**src/rtl/cfg_hdr_inspect_pkg.sv**
```systemverilog
package cfg_hdr_inspect_pkg;
  typedef enum logic [1:0] {
    RATIO_X1 = 2'd0,
    RATIO_X2 = 2'd1,
    RATIO_X4 = 2'd2,
    RATIO_X8 = 2'd3
  } ratio_e;
endpackage

```
**src/rtl/word_idx_ctr.sv**
```systemverilog
module word_idx_ctr #(
  parameter int SAT   = 230,
  parameter int CNT_W = $clog2(SAT + 1)
) (
  input  logic             clk_i,
  input  logic             rst_ni,
  input  logic             sof_i,
  input  logic             eof_i,
  input  logic             valid_i,
  output logic             active_o,
  output logic             accept_o,
  output logic [CNT_W-1:0] idx_o
);
  logic             open_q;
  logic [CNT_W-1:0] cnt_q;

  assign active_o = sof_i | open_q;
  assign accept_o = valid_i & active_o;
  assign idx_o    = sof_i ? '0 : cnt_q;

  always_ff @(posedge clk_i or negedge rst_ni) begin
    if (!rst_ni) begin
      open_q <= 1'b0;
      cnt_q  <= '0;
    end else begin
      // eof closes even a one-word image opened in the same cycle
      if (eof_i)      open_q <= 1'b0;
      else if (sof_i) open_q <= 1'b1;
      if (accept_o)
        cnt_q <= (idx_o < CNT_W'(SAT)) ? idx_o + 1'b1 : CNT_W'(SAT);
      else if (sof_i)
        cnt_q <= '0;
    end
  end


  idx_step_chk: assert property (@(posedge clk_i) disable iff (!rst_ni)
    (valid_i && open_q && !sof_i && cnt_q < CNT_W'(SAT)) |=> cnt_q == $past(cnt_q) + 1'b1);


  idx_bound_chk: assert property (@(posedge clk_i) disable iff (!rst_ni)
    cnt_q <= CNT_W'(SAT));
endmodule

```
**src/rtl/hdr_field_cap.sv**
```systemverilog
module hdr_field_cap #(
  parameter int DATA_W  = 32,
  parameter int ENC_IDX = 69,
  parameter int CMP_IDX = 229,
  parameter int ENC_LSB = 2,
  parameter int ENC_W   = 2,
  parameter int CMP_BIT = 1,
  parameter int CNT_W   = $clog2(CMP_IDX + 2)
) (
  input  logic              clk_i,
  input  logic              rst_ni,
  input  logic              sof_i,
  input  logic              accept_i,
  input  logic [CNT_W-1:0]  idx_i,
  input  logic [DATA_W-1:0] data_i,
  output logic              enc_o,
  output logic              cmp_hit_o,
  output logic              cmp_o
);
  logic enc_q;
  logic enc_hit;

  assign enc_hit   = accept_i && (idx_i == CNT_W'(ENC_IDX));
  assign cmp_hit_o = accept_i && (idx_i == CNT_W'(CMP_IDX));
  // compression flag is active low in the image
  assign cmp_o     = ~data_i[CMP_BIT];
  assign enc_o     = enc_q;

  always_ff @(posedge clk_i or negedge rst_ni) begin
    if (!rst_ni)      enc_q <= 1'b0;
    else if (enc_hit) enc_q <= |data_i[ENC_LSB +: ENC_W];
    else if (sof_i)   enc_q <= 1'b0;
  end


  enc_hold_chk: assert property (@(posedge clk_i) disable iff (!rst_ni)
    (!accept_i && !sof_i) |=> $stable(enc_q));
endmodule

```
**src/rtl/ratio_map.sv**
```systemverilog
module ratio_map
  import cfg_hdr_inspect_pkg::*;
(
  input  logic   enc_i,
  input  logic   cmp_i,
  input  logic   wide_i,
  output ratio_e ratio_o
);
  logic [1:0] base;

  always_comb begin
    if (cmp_i)      base = 2'(RATIO_X4);
    else if (enc_i) base = 2'(RATIO_X2);
    else            base = 2'(RATIO_X1);
    // 32-bit width doubles every ratio above x1
    if (wide_i && (cmp_i || enc_i)) ratio_o = ratio_e'(base + 2'd1);
    else                            ratio_o = ratio_e'(base);
  end
endmodule

```
**src/rtl/cfg_hdr_inspect.sv**
```systemverilog
module cfg_hdr_inspect
  import cfg_hdr_inspect_pkg::*;
#(
  parameter int DATA_W  = 32,
  parameter int ENC_IDX = 69,
  parameter int CMP_IDX = 229,
  parameter int ENC_LSB = 2,
  parameter int ENC_W   = 2,
  parameter int CMP_BIT = 1
) (
  input  logic              clk_i,
  input  logic              rst_ni,
  input  logic              sof_i,
  input  logic              eof_i,
  input  logic              valid_i,
  input  logic [DATA_W-1:0] data_i,
  input  logic              wide_i,
  output logic [1:0]        ratio_o,
  output logic              ratio_vld_o,
  output logic              err_o
);
  localparam int SAT   = CMP_IDX + 1;
  localparam int CNT_W = $clog2(SAT + 1);

  logic             active, accept;
  logic [CNT_W-1:0] idx;
  logic             enc, cmp_hit, cmp;
  ratio_e           ratio_nxt;
  logic             done_q, done_eff;
  logic [1:0]       ratio_q;
  logic             vld_q, err_q;

  word_idx_ctr #(.SAT(SAT), .CNT_W(CNT_W)) u_ctr (
    .clk_i, .rst_ni, .sof_i, .eof_i, .valid_i,
    .active_o(active), .accept_o(accept), .idx_o(idx)
  );

  hdr_field_cap #(
    .DATA_W(DATA_W), .ENC_IDX(ENC_IDX), .CMP_IDX(CMP_IDX),
    .ENC_LSB(ENC_LSB), .ENC_W(ENC_W), .CMP_BIT(CMP_BIT), .CNT_W(CNT_W)
  ) u_cap (
    .clk_i, .rst_ni, .sof_i, .accept_i(accept), .idx_i(idx), .data_i,
    .enc_o(enc), .cmp_hit_o(cmp_hit), .cmp_o(cmp)
  );

  ratio_map u_map (.enc_i(enc), .cmp_i(cmp), .wide_i(wide_i), .ratio_o(ratio_nxt));

  assign done_eff = sof_i ? 1'b0 : done_q;

  always_ff @(posedge clk_i or negedge rst_ni) begin
    if (!rst_ni) begin
      done_q  <= 1'b0;
      ratio_q <= 2'(RATIO_X1);
      vld_q   <= 1'b0;
      err_q   <= 1'b0;
    end else begin
      vld_q <= cmp_hit;
      err_q <= eof_i && active && !done_eff && !cmp_hit;
      if (cmp_hit) begin
        ratio_q <= 2'(ratio_nxt);
        done_q  <= 1'b1;
      end else if (sof_i) begin
        done_q  <= 1'b0;
      end
    end
  end

  assign ratio_o     = ratio_q;
  assign ratio_vld_o = vld_q;
  assign err_o       = err_q;


  vld_err_excl_chk: assert property (@(posedge clk_i) disable iff (!rst_ni)
    !(ratio_vld_o && err_o));


  ratio_hold_chk: assert property (@(posedge clk_i) disable iff (!rst_ni)
    !ratio_vld_o |-> $stable(ratio_o));


  vld_pulse_chk: assert property (@(posedge clk_i) disable iff (!rst_ni)
    ratio_vld_o |=> !ratio_vld_o);
endmodule

```
**config.mk**
```make
export PLATFORM = sky130hd
export DESIGN_NAME = cfg_hdr_inspect
export DESIGN_NICKNAME = d
export VERILOG_FILES = /design/src/rtl/cfg_hdr_inspect_pkg.sv /design/src/rtl/word_idx_ctr.sv /design/src/rtl/hdr_field_cap.sv /design/src/rtl/ratio_map.sv /design/src/rtl/cfg_hdr_inspect.sv
export SDC_FILE = /design/constraint.sdc
export NUM_CORES = 1
export LEC_CHECK = 0
export ABC_AREA = 0
export BUFFER_PORTS_ARGS = -buffer_cell sky130_fd_sc_hd__buf_2
export CAP_MARGIN = 30
export CORE_MARGIN = 5
export CORE_UTILIZATION = 40
export DETAILED_ROUTE_END_ITERATION = 8
export PLACE_DENSITY_LB_ADDON = 0.12
export SYNTH_ARGS = -nofsm -noshare
export SYNTH_HDL_FRONTEND = slang
export SYNTH_SLANG_ARGS = --single-unit
```
**constraint.sdc**
```tcl
create_clock -name clk_i -period 1.58 [get_ports clk_i]
set_input_delay 0.237 -clock clk_i [delete_from_list [all_inputs] [get_ports clk_i]]
set_output_delay 0.237 -clock clk_i [all_outputs]
set_load 0.05 [all_outputs]
```
==> impl_metrics.xml <==
<?xml version="1.0" encoding="UTF-8"?>
<metrics>
  <group name="run_status">
    <metric name="outcome" unit="">completed</metric>
  </group>
  <group name="sta">
    <metric name="final.min_clock_period" unit="ps">1460</metric>
    <metric name="period_share" unit="">0.927</metric>
    <metric name="timing_max_transition_violations_final" unit="">0</metric>
    <metric name="maxClockFrequency" unit="GHz">0.683</metric>
    <metric name="max-slew-margin-rel" unit="">0.758</metric>
    <metric name="grt_setup_unrepaired" unit="">false</metric>
    <metric name="timing.clock.skew" unit="ps">5.99</metric>
    <metric name="worst_pin_slew" unit="ps">363</metric>
    <metric name="setup_viol_count_final" unit="">0</metric>
    <metric name="final_hold_fails" unit="">0</metric>
    <metric name="final.setup.tns" unit="ps">0</metric>
  </group>
  <group name="floorplan">
    <metric name="core-area" unit="µm²">1960</metric>
    <metric name="design.die.area" unit="µm²">3080</metric>
    <metric name="floorplan.io_pins" unit="">42</metric>
    <metric name="die-width" unit="µm">55.5</metric>
    <metric name="dieHeight" unit="µm">55.5</metric>
    <metric name="num_rows" unit="">16</metric>
    <metric name="start_util" unit="">0.423</metric>
  </group>
  <group name="yosys">
    <metric name="main_combinational_cell_family_by_area_after_synthesis" unit="">simple AND/OR/NAND/NOR gates</metric>
    <metric name="synthesis.yosys.warnings" unit="">0</metric>
    <metric name="post_synth_net_total" unit="">120</metric>
    <metric name="synth_seq_area_share" unit="">0.452</metric>
    <metric name="synth_top_area_cells" unit="">sky130_fd_sc_hd__dfrtp_1, sky130_fd_sc_hd__nand2_1, sky130_fd_sc_hd__mux2_4</metric>
    <metric name="mux_contribution_to_synthesized_area" unit="">0.0739</metric>
    <metric name="postSynthRegisterBits" unit="">15</metric>
    <metric name="post_synthesis_simple_gate_area_fraction" unit="">0.275</metric>
    <metric name="post_synth_fa_ha_maj_area_fraction" unit="">0.0302</metric>
    <metric name="synth.avg_cell_area" unit="µm²">10.4</metric>
    <metric name="synth_top_cell_by_area" unit="">sky130_fd_sc_hd__dfrtp_1</metric>
    <metric name="post_synth_inst_count" unit="">80</metric>
    <metric name="synth.lib_cells_used.distinct" unit="">32</metric>
    <metric name="yosysTopAreaCellShare" unit="">0.452</metric>
    <metric name="xor_and_xnor_area_share_after_synthesis" unit="">0</metric>
    <metric name="syn_area" unit="µm²">830</metric>
    <metric name="synth_compound_area_frac" unit="">0.136</metric>
  </group>
  <group name="detailed_routing">
    <metric name="wirelength" unit="µm">1750</metric>
    <metric name="drt.antenna.violating_nets" unit="">0</metric>
    <metric name="drt_drc_violations_left" unit="">0</metric>
    <metric name="initialDrtViolationCount" unit="">31</metric>
    <metric name="routed_via_density" unit="">5.16</metric>
    <metric name="drt-pass1-iter-count" unit="">4</metric>
    <metric name="routedWlPerCell" unit="µm">13.6</metric>
    <metric name="detailroute.via_count" unit="">665</metric>
  </group>
  <group name="clock_tree">
    <metric name="tritoncts" unit="">built</metric>
    <metric name="worstSkewPairLatency" unit="ps">290</metric>
    <metric name="cts-htree-levels" unit="">1</metric>
    <metric name="clock-root-buffer" unit="">sky130_fd_sc_hd__clkbuf_4</metric>
    <metric name="clock-sinks" unit="">15</metric>
    <metric name="clock_tree.buffer_depth" unit="">2</metric>
    <metric name="clkSlewWorstSetupHoldPaths" unit="ps">100</metric>
    <metric name="tritoncts.num_buffers" unit="">3</metric>
  </group>
  <group name="job">
    <metric name="drv.max_cap_violation_count" unit="">0</metric>
  </group>
  <group name="placement">
    <metric name="globalplace.congestion" unit="">0.773</metric>
    <metric name="place_hpwl" unit="µm">1340</metric>
    <metric name="placement.io_buffers" unit="">12</metric>
  </group>
  <group name="global_routing">
    <metric name="antenna_found_initial" unit="">0</metric>
    <metric name="overall_global_routing_usage" unit="">0.125</metric>
    <metric name="grt_max_degree" unit="">16</metric>
    <metric name="grt_pass1_wl" unit="µm">3040</metric>
    <metric name="grt-ovfl-total" unit="">0</metric>
    <metric name="first_global_vias" unit="">721</metric>
  </group>
  <group name="finish">
    <metric name="antenna-diode-count" unit="">0</metric>
    <metric name="area_growth" unit="%">21.0</metric>
    <metric name="finalCoreUtilization" unit="">0.511</metric>
    <metric name="fin_nets" unit="">143</metric>
    <metric name="post_route_cells_drive_above_1_share" unit="">0.314</metric>
  </group>
  <group name="worst_setup_path">
    <metric name="cp_max_fo" unit="">4</metric>
    <metric name="crit_arrival" unit="ps">1700</metric>
    <metric name="cp_slowest_cell" unit="">sky130_fd_sc_hd__or4_1</metric>
    <metric name="cp-end-kind" unit="">flip-flop</metric>
    <metric name="category_of_the_critical_setup_timing_path" unit="">reg2reg</metric>
    <metric name="start_kind" unit="">flip-flop</metric>
    <metric name="path_cells" unit="">nor2b_2 &gt; ha_1 &gt; nand2_1 &gt; or4_1 &gt; nand3_1</metric>
    <metric name="data_required_time_at_the_worst_endpoint" unit="ps">1810</metric>
    <metric name="slowest_delay" unit="ps">470</metric>
  </group>
  <group name="power">
    <metric name="power_leakage" unit="nW">0.508</metric>
    <metric name="pwr_density_cell" unit="nW/µm²">722</metric>
    <metric name="peakVddDrop" unit="µV">540</metric>
  </group>
  <group name="min_path">
    <metric name="min-delay-path-class" unit="">in2reg</metric>
  </group>
</metrics>
placed cells by master, fill, tap and decap left out, drive strengths merged:
master / instances
a211o: 2
a21oi: 5
a311o: 2
a31oi: 1
a41oi: 1
and3: 1
and3b: 1
and4: 1
and4b: 3
buf: 18
clkbuf: 3
clkinv: 1
dfrtp: 15
dlygate4sd3: 1
ha: 2
inv: 6
mux2: 3
mux2i: 2
nand2: 9
nand3: 5
nand4: 2
nand4b: 1
nor2: 6
nor2b: 2
nor3b: 1
o2111ai: 1
o21a: 1
o21ai: 2
o311ai: 1
or2b: 1
or3: 1
or4: 1
state kept, by name, summed over array words and instances, names as in the netlist:
register	count
ratio_o	2
u_ctr.open_q	1
done_q	1
err_o	1
ratio_vld_o	1
u_cap.enc_o	1
u_ctr.cnt_q	8
report_power, final:
group | switching, mW | internal [mW]
Sequential | 0.00975 | 0.394
Clock | 0.132 | 0.0941
Combinational | 0.0512 | 0.0436
routing by layer:
metal	routed length, µm	vias up	track usage
met4	21	0	0.0382
met1	808	311	0.141
li1	-	340	-
met2	846	12	0.213
met5	0	-	0
met3	73	2	0.0513
synthesized netlist by cell type:
| cell type | number |
|---|---|
| sky130_fd_sc_hd__a211o_1 | 2 |
| sky130_fd_sc_hd__a21oi_1 | 5 |
| sky130_fd_sc_hd__a311o_1 | 2 |
| sky130_fd_sc_hd__a31oi_1 | 1 |
| sky130_fd_sc_hd__a41oi_1 | 1 |
| sky130_fd_sc_hd__and3_4 | 1 |
| sky130_fd_sc_hd__and3b_1 | 1 |
| sky130_fd_sc_hd__and4_2 | 1 |
| sky130_fd_sc_hd__and4b_1 | 2 |
| sky130_fd_sc_hd__and4b_2 | 1 |
| sky130_fd_sc_hd__buf_2 | 1 |
| sky130_fd_sc_hd__dfrtp_1 | 15 |
| sky130_fd_sc_hd__ha_1 | 2 |
| sky130_fd_sc_hd__inv_1 | 6 |
| sky130_fd_sc_hd__mux2_2 | 1 |
| sky130_fd_sc_hd__mux2_4 | 2 |
| sky130_fd_sc_hd__mux2i_1 | 2 |
| sky130_fd_sc_hd__nand2_1 | 9 |
| sky130_fd_sc_hd__nand3_1 | 5 |
| sky130_fd_sc_hd__nand4_1 | 1 |
| sky130_fd_sc_hd__nand4_4 | 1 |
| sky130_fd_sc_hd__nand4b_2 | 1 |
| sky130_fd_sc_hd__nor2_1 | 6 |
| sky130_fd_sc_hd__nor2b_1 | 2 |
| sky130_fd_sc_hd__nor3b_1 | 1 |
| sky130_fd_sc_hd__o2111ai_1 | 1 |
| sky130_fd_sc_hd__o21a_1 | 1 |
| sky130_fd_sc_hd__o21ai_0 | 2 |
| sky130_fd_sc_hd__o311ai_0 | 1 |
| sky130_fd_sc_hd__or2b_2 | 1 |
| sky130_fd_sc_hd__or3_1 | 1 |
| sky130_fd_sc_hd__or4_1 | 1 |
repair_timing:
item,4_1_cts,5_1_grt
endpoints found under the hold margin,15,0
gates resized for setup,0,2
setup buffers,0,0
endpoints found under the setup margin,0,2
hold buffers,1,0
worst max-delay path: cells and delay by family (launching register included):
kind	cells	cell delay [ps]
simple gates	4	850
flops	1	350
fa+ha+maj	1	210
per-stage QoR:
stage / instances / hold slack (ps) / area (µm²) / worst slack (ps) / power [mW]
2_1_floorplan: 80 / -58.6 / 830 / 93.5 / 0.456
3_3_place_gp: 124 / 168 / 963 / 44.5 / 0.501
3_5_place_dp: 124 / 175 / 963 / 3.94 / 0.504
4_1_cts: 129 / 95.5 / 1000 / 27.2 / 0.732
5_1_grt: 129 / 89.8 / 1000 / 15.2 / 0.762
6_report: 129 / 99.7 / 1000 / 116 / 0.725
area by class of cell:
cell class,instances,area [µm²]
repair buffers,19,115
flip-flops and latches,15,375
clock buffers,3,22.5
multi-input cells,58,429
well taps,27,33.8
inverters,6,22.5
fillers,211,958
clock inverters,1,5.00
kinds of logic (layout without fill, tap and decap cells):
kind of cell,Yosys count,in the layout
DFF,15,15
buffers and inverters,7,29
adders and majority gates,2,2
AOI/OAI and AO/OA,16,16
muxes,5,5
and+or+nand+nor,35,35
path summary, 6_finish.rpt:
check,from,to,slack (ps),cells past startpoint
max in group asynchronous,rst_ni,u_cap.enc_o$_DFFE_PN0P_,940,2
setup reg to reg,u_ctr.cnt_q[0]$_DFF_PN0_,u_ctr.cnt_q[6]$_DFF_PN0_,120,5
hold / removal,eof_i,u_ctr.open_q$_DFFE_PN0P_,100,2
hold reg to reg,ratio_o[1]$_DFFE_PN0P_,ratio_o[1]$_DFFE_PN0P_,520,1
min in group asynchronous,rst_ni,u_ctr.cnt_q[5]$_DFF_PN0_,380,2
setup / recovery,u_ctr.cnt_q[0]$_DFF_PN0_,u_ctr.cnt_q[6]$_DFF_PN0_,120,5
No activity file was read; power rests on OpenSTA's default activity.
